## src/rtl/ht_pkg.sv

```systemverilog
// Shared types for the hashed handle lookup engine.
package ht_pkg;

    // Decoded command action
    typedef enum logic [1:0] {
        ACT_FIND = 2'd0,
        ACT_ADD  = 2'd1,
        ACT_DROP = 2'd2
    } act_e;

    // Response status codes seen at the port
    typedef enum logic [1:0] {
        RSP_OK   = 2'd0,
        RSP_FULL = 2'd1,
        RSP_MISS = 2'd2
    } rsp_e;

    // Walk controller states
    typedef enum logic [2:0] {
        S_IDLE,
        S_RD_CTX,
        S_CHK_CTX,
        S_RD_HDL,
        S_CHK_HDL,
        S_WR_HDL,
        S_WR_CTX
    } walk_e;

    // Command code to action: bit 1 set means remove, else bit 0 picks insert
    function automatic act_e decode_op(input logic [1:0] op);
        if (op[1])
            return ACT_DROP;
        else if (op[0])
            return ACT_ADD;
        else
            return ACT_FIND;
    endfunction

endpackage

```

## src/rtl/ht_hash.sv

```systemverilog
// Starting-slot hash.
// Folds the 32-bit handle in HASH_BITS pieces by XOR, optionally mixes in
// the channel number (legacy rule) and keeps the low IDX_W bits.
// Assumes 4 <= HASH_BITS <= 16 and a power-of-two table.
module ht_hash #(
    parameter int HASH_BITS = 9,
    parameter int CHAN_W    = 5,
    parameter int IDX_W     = 9
) (
    input  logic [31:0]       handle,
    input  logic [CHAN_W-1:0] chan,
    input  logic              legacy,
    output logic [IDX_W-1:0]  slot
);
    localparam int          CHUNKS     = (32 + HASH_BITS - 1) / HASH_BITS;
    localparam int          CH_SHIFT   = HASH_BITS - 4;
    localparam logic [31:0] CHUNK_MASK = (32'd1 << HASH_BITS) - 32'd1;

    logic [IDX_W-1:0] piece [CHUNKS];
    logic [IDX_W-1:0] chan_mix;

    // One masked piece of the handle per chunk position
    for (genvar k = 0; k < CHUNKS; k++) begin : g_piece
        assign piece[k] = IDX_W'((handle >> (k * HASH_BITS)) & CHUNK_MASK);
    end

    assign chan_mix = IDX_W'({{(32 - CHAN_W){1'b0}}, chan} << CH_SHIFT);

    // XOR all pieces together, then apply the legacy channel term
    always_comb begin
        slot = '0;
        for (int k = 0; k < CHUNKS; k++)
            slot = slot ^ piece[k];
        if (legacy)
            slot = slot ^ chan_mix;
    end

endmodule

```

## src/rtl/ht_entry_check.sv

```systemverilog
// Slot test on the word returned by the RAM.
// occupied: occupancy rule of the active mode, valid when the word is a context word.
// key_match: word equals the requested handle, valid when the word is a handle word.
module ht_entry_check (
    input  logic [31:0] word,
    input  logic        legacy,
    input  logic [31:0] key,
    output logic        occupied,
    output logic        key_match
);
    // Mode-dependent occupancy and plain handle compare
    always_comb begin
        occupied  = legacy ? word[31] : (word != 32'd0);
        key_match = (word == key);
    end

endmodule

```

## src/rtl/ht_walk_ctrl.sv

```systemverilog
// Command handshake, linear slot walk and RAM sequencing.
// Assumes a RAM with one-cycle read latency and a power-of-two slot count,
// so that the slot index wraps by plain overflow.
module ht_walk_ctrl
    import ht_pkg::*;
#(
    parameter int IDX_W = 9
) (
    input  logic             clk,
    input  logic             rst_n,
    input  logic             cmd_valid,
    output logic             cmd_ready,
    input  logic [1:0]       cmd_op,
    input  logic             cmd_legacy,
    input  logic [31:0]      cmd_handle,
    input  logic [31:0]      cmd_ctx,
    input  logic [IDX_W-1:0] start_slot,
    input  logic             occupied,
    input  logic             key_match,
    input  logic [31:0]      mem_rdata,
    output logic [31:0]      key_q,
    output logic             legacy_q,
    output logic             mem_en,
    output logic             mem_we,
    output logic [IDX_W:0]   mem_addr,
    output logic [31:0]      mem_wdata,
    output logic             rsp_valid,
    output logic [1:0]       rsp_status,
    output logic [31:0]      rsp_ctx
);
    walk_e            state;
    act_e             act_q;
    rsp_e             code_q;
    logic [31:0]      ctx_q;
    logic [31:0]      hit_q;
    logic [31:0]      rctx_q;
    logic             rvalid_q;
    logic [IDX_W-1:0] idx_q;
    logic [IDX_W-1:0] start_q;
    logic [IDX_W-1:0] idx_nxt;
    logic             lap_done;

    assign idx_nxt    = idx_q + IDX_W'(1);
    assign lap_done   = (idx_nxt == start_q);
    assign cmd_ready  = (state == S_IDLE);
    assign rsp_valid  = rvalid_q;
    assign rsp_status = code_q;
    assign rsp_ctx    = rctx_q;

    // Walk state, command capture and response registers
    always_ff @(posedge clk) begin
        if (!rst_n) begin
            state    <= S_IDLE;
            act_q    <= ACT_FIND;
            code_q   <= RSP_OK;
            ctx_q    <= '0;
            hit_q    <= '0;
            rctx_q   <= '0;
            rvalid_q <= 1'b0;
            idx_q    <= '0;
            start_q  <= '0;
            key_q    <= '0;
            legacy_q <= 1'b0;
        end else begin
            rvalid_q <= 1'b0;
            unique case (state)
                S_IDLE: begin
                    if (cmd_valid) begin
                        act_q    <= decode_op(cmd_op);
                        key_q    <= cmd_handle;
                        ctx_q    <= cmd_ctx;
                        legacy_q <= cmd_legacy;
                        idx_q    <= start_slot;
                        start_q  <= start_slot;
                        state    <= S_RD_CTX;
                    end
                end
                S_RD_CTX: state <= S_CHK_CTX;
                S_CHK_CTX: begin
                    if (act_q == ACT_ADD && !occupied) begin
                        state <= S_WR_HDL;
                    end else if (act_q != ACT_ADD && occupied) begin
                        hit_q <= mem_rdata;
                        state <= S_RD_HDL;
                    end else if (lap_done) begin
                        rvalid_q <= 1'b1;
                        code_q   <= (act_q == ACT_ADD) ? RSP_FULL : RSP_MISS;
                        rctx_q   <= '0;
                        state    <= S_IDLE;
                    end else begin
                        idx_q <= idx_nxt;
                        state <= S_RD_CTX;
                    end
                end
                S_RD_HDL: state <= S_CHK_HDL;
                S_CHK_HDL: begin
                    if (key_match && act_q == ACT_FIND) begin
                        rvalid_q <= 1'b1;
                        code_q   <= RSP_OK;
                        rctx_q   <= hit_q;
                        state    <= S_IDLE;
                    end else if (key_match) begin
                        state <= S_WR_HDL;
                    end else if (lap_done) begin
                        rvalid_q <= 1'b1;
                        code_q   <= RSP_MISS;
                        rctx_q   <= '0;
                        state    <= S_IDLE;
                    end else begin
                        idx_q <= idx_nxt;
                        state <= S_RD_CTX;
                    end
                end
                S_WR_HDL: state <= S_WR_CTX;
                S_WR_CTX: begin
                    rvalid_q <= 1'b1;
                    code_q   <= RSP_OK;
                    rctx_q   <= '0;
                    state    <= S_IDLE;
                end
                default: state <= S_IDLE;
            endcase
        end
    end

    // RAM strobes for the current state: odd word is context, even is handle
    always_comb begin
        mem_en    = 1'b0;
        mem_we    = 1'b0;
        mem_addr  = {idx_q, 1'b0};
        mem_wdata = '0;
        unique case (state)
            S_RD_CTX: begin
                mem_en   = 1'b1;
                mem_addr = {idx_q, 1'b1};
            end
            S_RD_HDL: begin
                mem_en = 1'b1;
            end
            S_WR_HDL: begin
                mem_en    = 1'b1;
                mem_we    = 1'b1;
                mem_wdata = (act_q == ACT_ADD) ? key_q : 32'd0;
            end
            S_WR_CTX: begin
                mem_en    = 1'b1;
                mem_we    = 1'b1;
                mem_addr  = {idx_q, 1'b1};
                mem_wdata = (act_q == ACT_ADD) ? ctx_q : 32'd0;
            end
            default: ;
        endcase
    end

endmodule

```

## src/rtl/ht_lookup_engine.sv

```systemverilog
// Hashed object handle lookup engine, top level.
// Hashes the offered command, walks the slot table held in an external
// single-port RAM (two words per slot, one-cycle read latency) and answers
// with a single-cycle response. TABLE_ENTRIES must be a power of two and
// the table is expected to be zero before first use.
module ht_lookup_engine #(
    parameter int HASH_BITS     = 9,
    parameter int TABLE_ENTRIES = 512,
    parameter int CHAN_W        = 5,
    localparam int IDX_W        = $clog2(TABLE_ENTRIES),
    localparam int AW           = IDX_W + 1
) (
    input  logic              clk,
    input  logic              rst_n,
    input  logic              cmd_valid,
    output logic              cmd_ready,
    input  logic [1:0]        cmd_op,
    input  logic              cmd_legacy,
    input  logic [31:0]       cmd_handle,
    input  logic [CHAN_W-1:0] cmd_chan,
    input  logic [31:0]       cmd_ctx,
    output logic              rsp_valid,
    output logic [1:0]        rsp_status,
    output logic [31:0]       rsp_ctx,
    output logic              mem_en,
    output logic              mem_we,
    output logic [AW-1:0]     mem_addr,
    output logic [31:0]       mem_wdata,
    input  logic [31:0]       mem_rdata
);
    logic [IDX_W-1:0] start_slot;
    logic [31:0]      key_q;
    logic             legacy_q;
    logic             occupied;
    logic             key_match;

    ht_hash #(
        .HASH_BITS (HASH_BITS),
        .CHAN_W    (CHAN_W),
        .IDX_W     (IDX_W)
    ) u_hash (
        .handle (cmd_handle),
        .chan   (cmd_chan),
        .legacy (cmd_legacy),
        .slot   (start_slot)
    );

    ht_entry_check u_check (
        .word      (mem_rdata),
        .legacy    (legacy_q),
        .key       (key_q),
        .occupied  (occupied),
        .key_match (key_match)
    );

    ht_walk_ctrl #(
        .IDX_W (IDX_W)
    ) u_ctrl (
        .clk        (clk),
        .rst_n      (rst_n),
        .cmd_valid  (cmd_valid),
        .cmd_ready  (cmd_ready),
        .cmd_op     (cmd_op),
        .cmd_legacy (cmd_legacy),
        .cmd_handle (cmd_handle),
        .cmd_ctx    (cmd_ctx),
        .start_slot (start_slot),
        .occupied   (occupied),
        .key_match  (key_match),
        .mem_rdata  (mem_rdata),
        .key_q      (key_q),
        .legacy_q   (legacy_q),
        .mem_en     (mem_en),
        .mem_we     (mem_we),
        .mem_addr   (mem_addr),
        .mem_wdata  (mem_wdata),
        .rsp_valid  (rsp_valid),
        .rsp_status (rsp_status),
        .rsp_ctx    (rsp_ctx)
    );

endmodule

```

## config.mk

```make
export PLATFORM = sky130hd
export DESIGN_NAME = ht_lookup_engine
export DESIGN_NICKNAME = d
export VERILOG_FILES = /design/src/rtl/ht_pkg.sv /design/src/rtl/ht_hash.sv /design/src/rtl/ht_entry_check.sv /design/src/rtl/ht_walk_ctrl.sv /design/src/rtl/ht_lookup_engine.sv
export SDC_FILE = /design/constraint.sdc
export NUM_CORES = 1
export LEC_CHECK = 0
export BUFFER_PORTS_ARGS = -buffer_cell sky130_fd_sc_hd__buf_2
export CORE_MARGIN = 4
export CORE_UTILIZATION = 45
export DETAILED_ROUTE_END_ITERATION = 10
export GPL_ROUTABILITY_DRIVEN = 0
export GPL_TIMING_DRIVEN = 0
export PLACE_DENSITY = 0.7
export RECOVER_POWER = 50
export SLEW_MARGIN = 5
export SYNTH_ARGS = -nofsm -noshare
export SYNTH_HDL_FRONTEND = slang
export SYNTH_HIERARCHICAL = 1
export SYNTH_SLANG_ARGS = --single-unit
```

## constraint.sdc

```tcl
create_clock -name clk -period 8.74 [get_ports clk]
set_input_delay 1.748 -clock clk [delete_from_list [all_inputs] [get_ports clk]]
set_output_delay 1.748 -clock clk [all_outputs]
set_load 0.03 [all_outputs]
```

==> impl_metrics.ini <==
[drt]
vias = 7165
drc = 0
drt_iter0_drc = 657
totalWireLength_um = 23100
post_drt_wl_per_cell_um = 17.7
drtPass1Iterations = 6
ant_nets = 0
viasPerCell = 5.47

[critical_path]
slowest_delay_ps = 520
crit_buf_inv = 4
critPathArrivalTime_ps = 2970
critical_path.startpoint = u_ctrl/state[1]
timing.rr.start = u_ctrl/idx_q[1]
worstPathRequired_ps = 6990
end_kind = primary output
cp-start-kind = flop
critPathKind = flop to primary output
cpLargestDelayFamily = buffers and inverters
worst_r2r_path_depth = 9
cpMaxStageDelayCell = nor2_1
cp.depth = 8
crit_path_frequent_cell = clkbuf_1
worstPathCellList = clkbuf_1 -> clkbuf_1 -> nand2_1 -> nor2_1 -> clkbuf_1 -> a22oi_1 -> nor2_1 -> buf_2
cp_max_fo = 10

[yosys]
synth_flop_cell = dfxtp_1
synth_top_family_by_area = simple AND/OR/NAND/NOR gates
synth_area_um2 = 7090
syn_area_per_cell_um2 = 8.04
syn_inst = 882
yosys_warnings = 6
synth_edf_count = 0
synth_top_cells_by_area = dfxtp_1 (44%), nand2_1 (13%), a21oi_1 (8.5%)
async_flop_share = 0
synthAdderAreaFrac = 0.00176
synth_top_area_cell = dfxtp_1
netlist.area_leader.share = 0.438
synthMuxAreaShare = 0.00618
synth_compound_area_frac = 0.209
syn_nets = 990
synth_xor_area_frac = 0.0893
yosysSeqAreaShare = 0.438
yosys.area_share.simple = 0.216
synth_seq_cells = 155
synth.distinct_cells = 61

[clocking]
clk_latency_ps = 420
ctsHoldBuffers = 0
cts.repair.resized = 0
cts-root-buf = clkbuf_16
clk_pin_slew_ps = 60
cts_made_buffers = 17
cts_sinks = 155
max-clock-path-buffers = 2
postCtsSetupBuffers = 0
h-tree-depth = 4
cts_tree = done

[sta]
finalSetupViolCount = 0
fin_crit_sh = 0.540
finClkSkew_ps = 8.04
worst_pin_slew_ps = 784
fin_tns_setup_ps = 0
fmax_mhz = 212
relSlewSlack = 0.473
period_minus_slack_ps = 4720
finalHoldViolations = 0
rsz0062_at_grt = false
slew_violations = 0

[die]
die_h_um = 134
die_w_um = 134
die_area_um2 = 17800
core_area_um2 = 15300
fp-row-count = 45
initial_core_util = 0.463
ios = 187

[layout]
fin_nets = 1194
area_growth_pct = 23.5
nFillCells = 1507
num_antenna_cells = 0
drive_above_1_share = 0.167

[global_route]
grt_antenna_before_repair = 1
grt_pass1_vias = 6631
grt_max_degree = 17
grtUsageTotal = 0.252
grt_pass1_wl_um = 35100
grt-ovfl-total = 0

[min_path]
hold_depth = 2
min_from = u_ctrl/hit_q[6]
min_path_type = flop to flop

[pwr]
vdd_ir_drop_max_v = 0.000157
power-per-cell-area_nw_per_um2 = 252
p_total_mw = 2.20
power.leakage_nw = 3.43

[job]
cap_violations = 0

[placement]
port_buffers = 185
dp_hpwl_um = 18100

[outcome]
status = finished clean
[logic make-up (layout without fill, tap and decap cells)]
| kind of cell | Yosys count | in the layout |
|---|---|---|
| AO/OA/AOI/OAI | 232 | 232 |
| XOR/XNOR | 66 | 66 |
| adder cells (fa/ha/maj) | 1 | 1 |
| buffers and inverters | 67 | 283 |
| flip-flops | 155 | 155 |
| multiplexers | 4 | 4 |
| AND/OR/NAND/NOR | 357 | 357 |
[layer usage]
layer  track usage  up-vias  wire length, µm
met5             0        -               12
met4        0.0971        2              635
met1         0.350     3323            10200
met3        0.0525       49             1920
li1              -     3460                -
met2         0.387      331            10300
[tightest hold or removal path: stages, from the launching register on]
cell	delay [ps]
dfxtp_1	300
nand2_1	50
a21oi_1	50
[report_power, final]
| group | leakage (nW) | internal, mW | switching, mW |
|---|---|---|---|
| combinational | 1.91 | 0.206 | 0.414 |
| clock | 0.258 | 0.396 | 0.290 |
| sequential | 1.26 | 0.806 | 0.0917 |
[placed cells by master (no fill, tap or decap), drive strengths merged, types with 4 or more instances in the layout]
master / instances
xnor2: 15
o21ai: 16
nand2: 242
inv: 5
nand3: 6
dfxtp: 155
xor2: 47
clkinvlp: 4
xnor3: 4
buf: 144
a211o: 6
nor2: 50
a21oi: 122
nor3: 7
clkinv: 5
a22o: 32
a21boi: 4
a22oi: 33
nor4: 18
nand4: 9
clkbuf: 124
[layout make-up]
class | instances | area, µm² | share of cell area
Sequential cell | 155 | 3100 | 0.354
Inverter | 4 | 15.0 | 0.00171
Buffer | 63 | 268 | 0.0306
Multi-Input combinational cell | 660 | 3700 | 0.422
Timing Repair Buffer | 185 | 867 | 0.0990
Clock inverter | 11 | 97.6 | 0.0111
Clock buffer | 20 | 447 | 0.0510
Tap cell | 211 | 264 | 0.0301
[synth_stat cells, types with 3 or more instances]
| cell | count |
|---|---|
| a211o_1 | 6 |
| a21boi_0 | 3 |
| a21oi_1 | 121 |
| a221o_1 | 3 |
| a22o_1 | 32 |
| a22oi_1 | 33 |
| buf_1 | 4 |
| buf_6 | 3 |
| clkbuf_1 | 53 |
| dfxtp_1 | 155 |
| inv_1 | 4 |
| nand2_1 | 242 |
| nand2b_1 | 3 |
| nand3_1 | 6 |
| nand4_1 | 9 |
| nor2_1 | 50 |
| nor2b_1 | 3 |
| nor3_1 | 6 |
| nor4_1 | 17 |
| o21ai_0 | 16 |
| xnor2_1 | 15 |
| xnor3_1 | 4 |
| xor2_1 | 47 |
[flip-flops by register name, summed over array words and instances, names as in the netlist]
register	count
u_ctrl/act_q	2
u_ctrl/ctx_q	32
u_ctrl/hit_q	32
u_ctrl/idx_q	9
u_ctrl/key_q	32
u_ctrl/legacy_q	1
u_ctrl/rsp_ctx	32
u_ctrl/rsp_status	2
u_ctrl/rsp_valid	1
u_ctrl/start_q	9
u_ctrl/state	3
[through the flow]
step                std cells  setup slack, ps  hold slack, ps   util  area, µm²
CTS                      1309             4040             455  0.576       8820
finish                   1309             4020             452  0.572       8760
detailed placement       1278             4160             447  0.541       8280
global placement         1278             4220             441  0.541       8280
floorplan                 882             4610             436      -       7090
global route             1309             3890             466  0.572       8760
[final timing paths]
check / slack, ps / to
worst min register to register: 450 / u_ctrl/hit_q[6]
worst max-delay path: 4020 / mem_wdata[23]
worst min-delay path: 450 / u_ctrl/hit_q[6]
worst max register to register: 5670 / u_ctrl/rsp_ctx[22]
No activity file was read; power rests on OpenSTA's default activity.
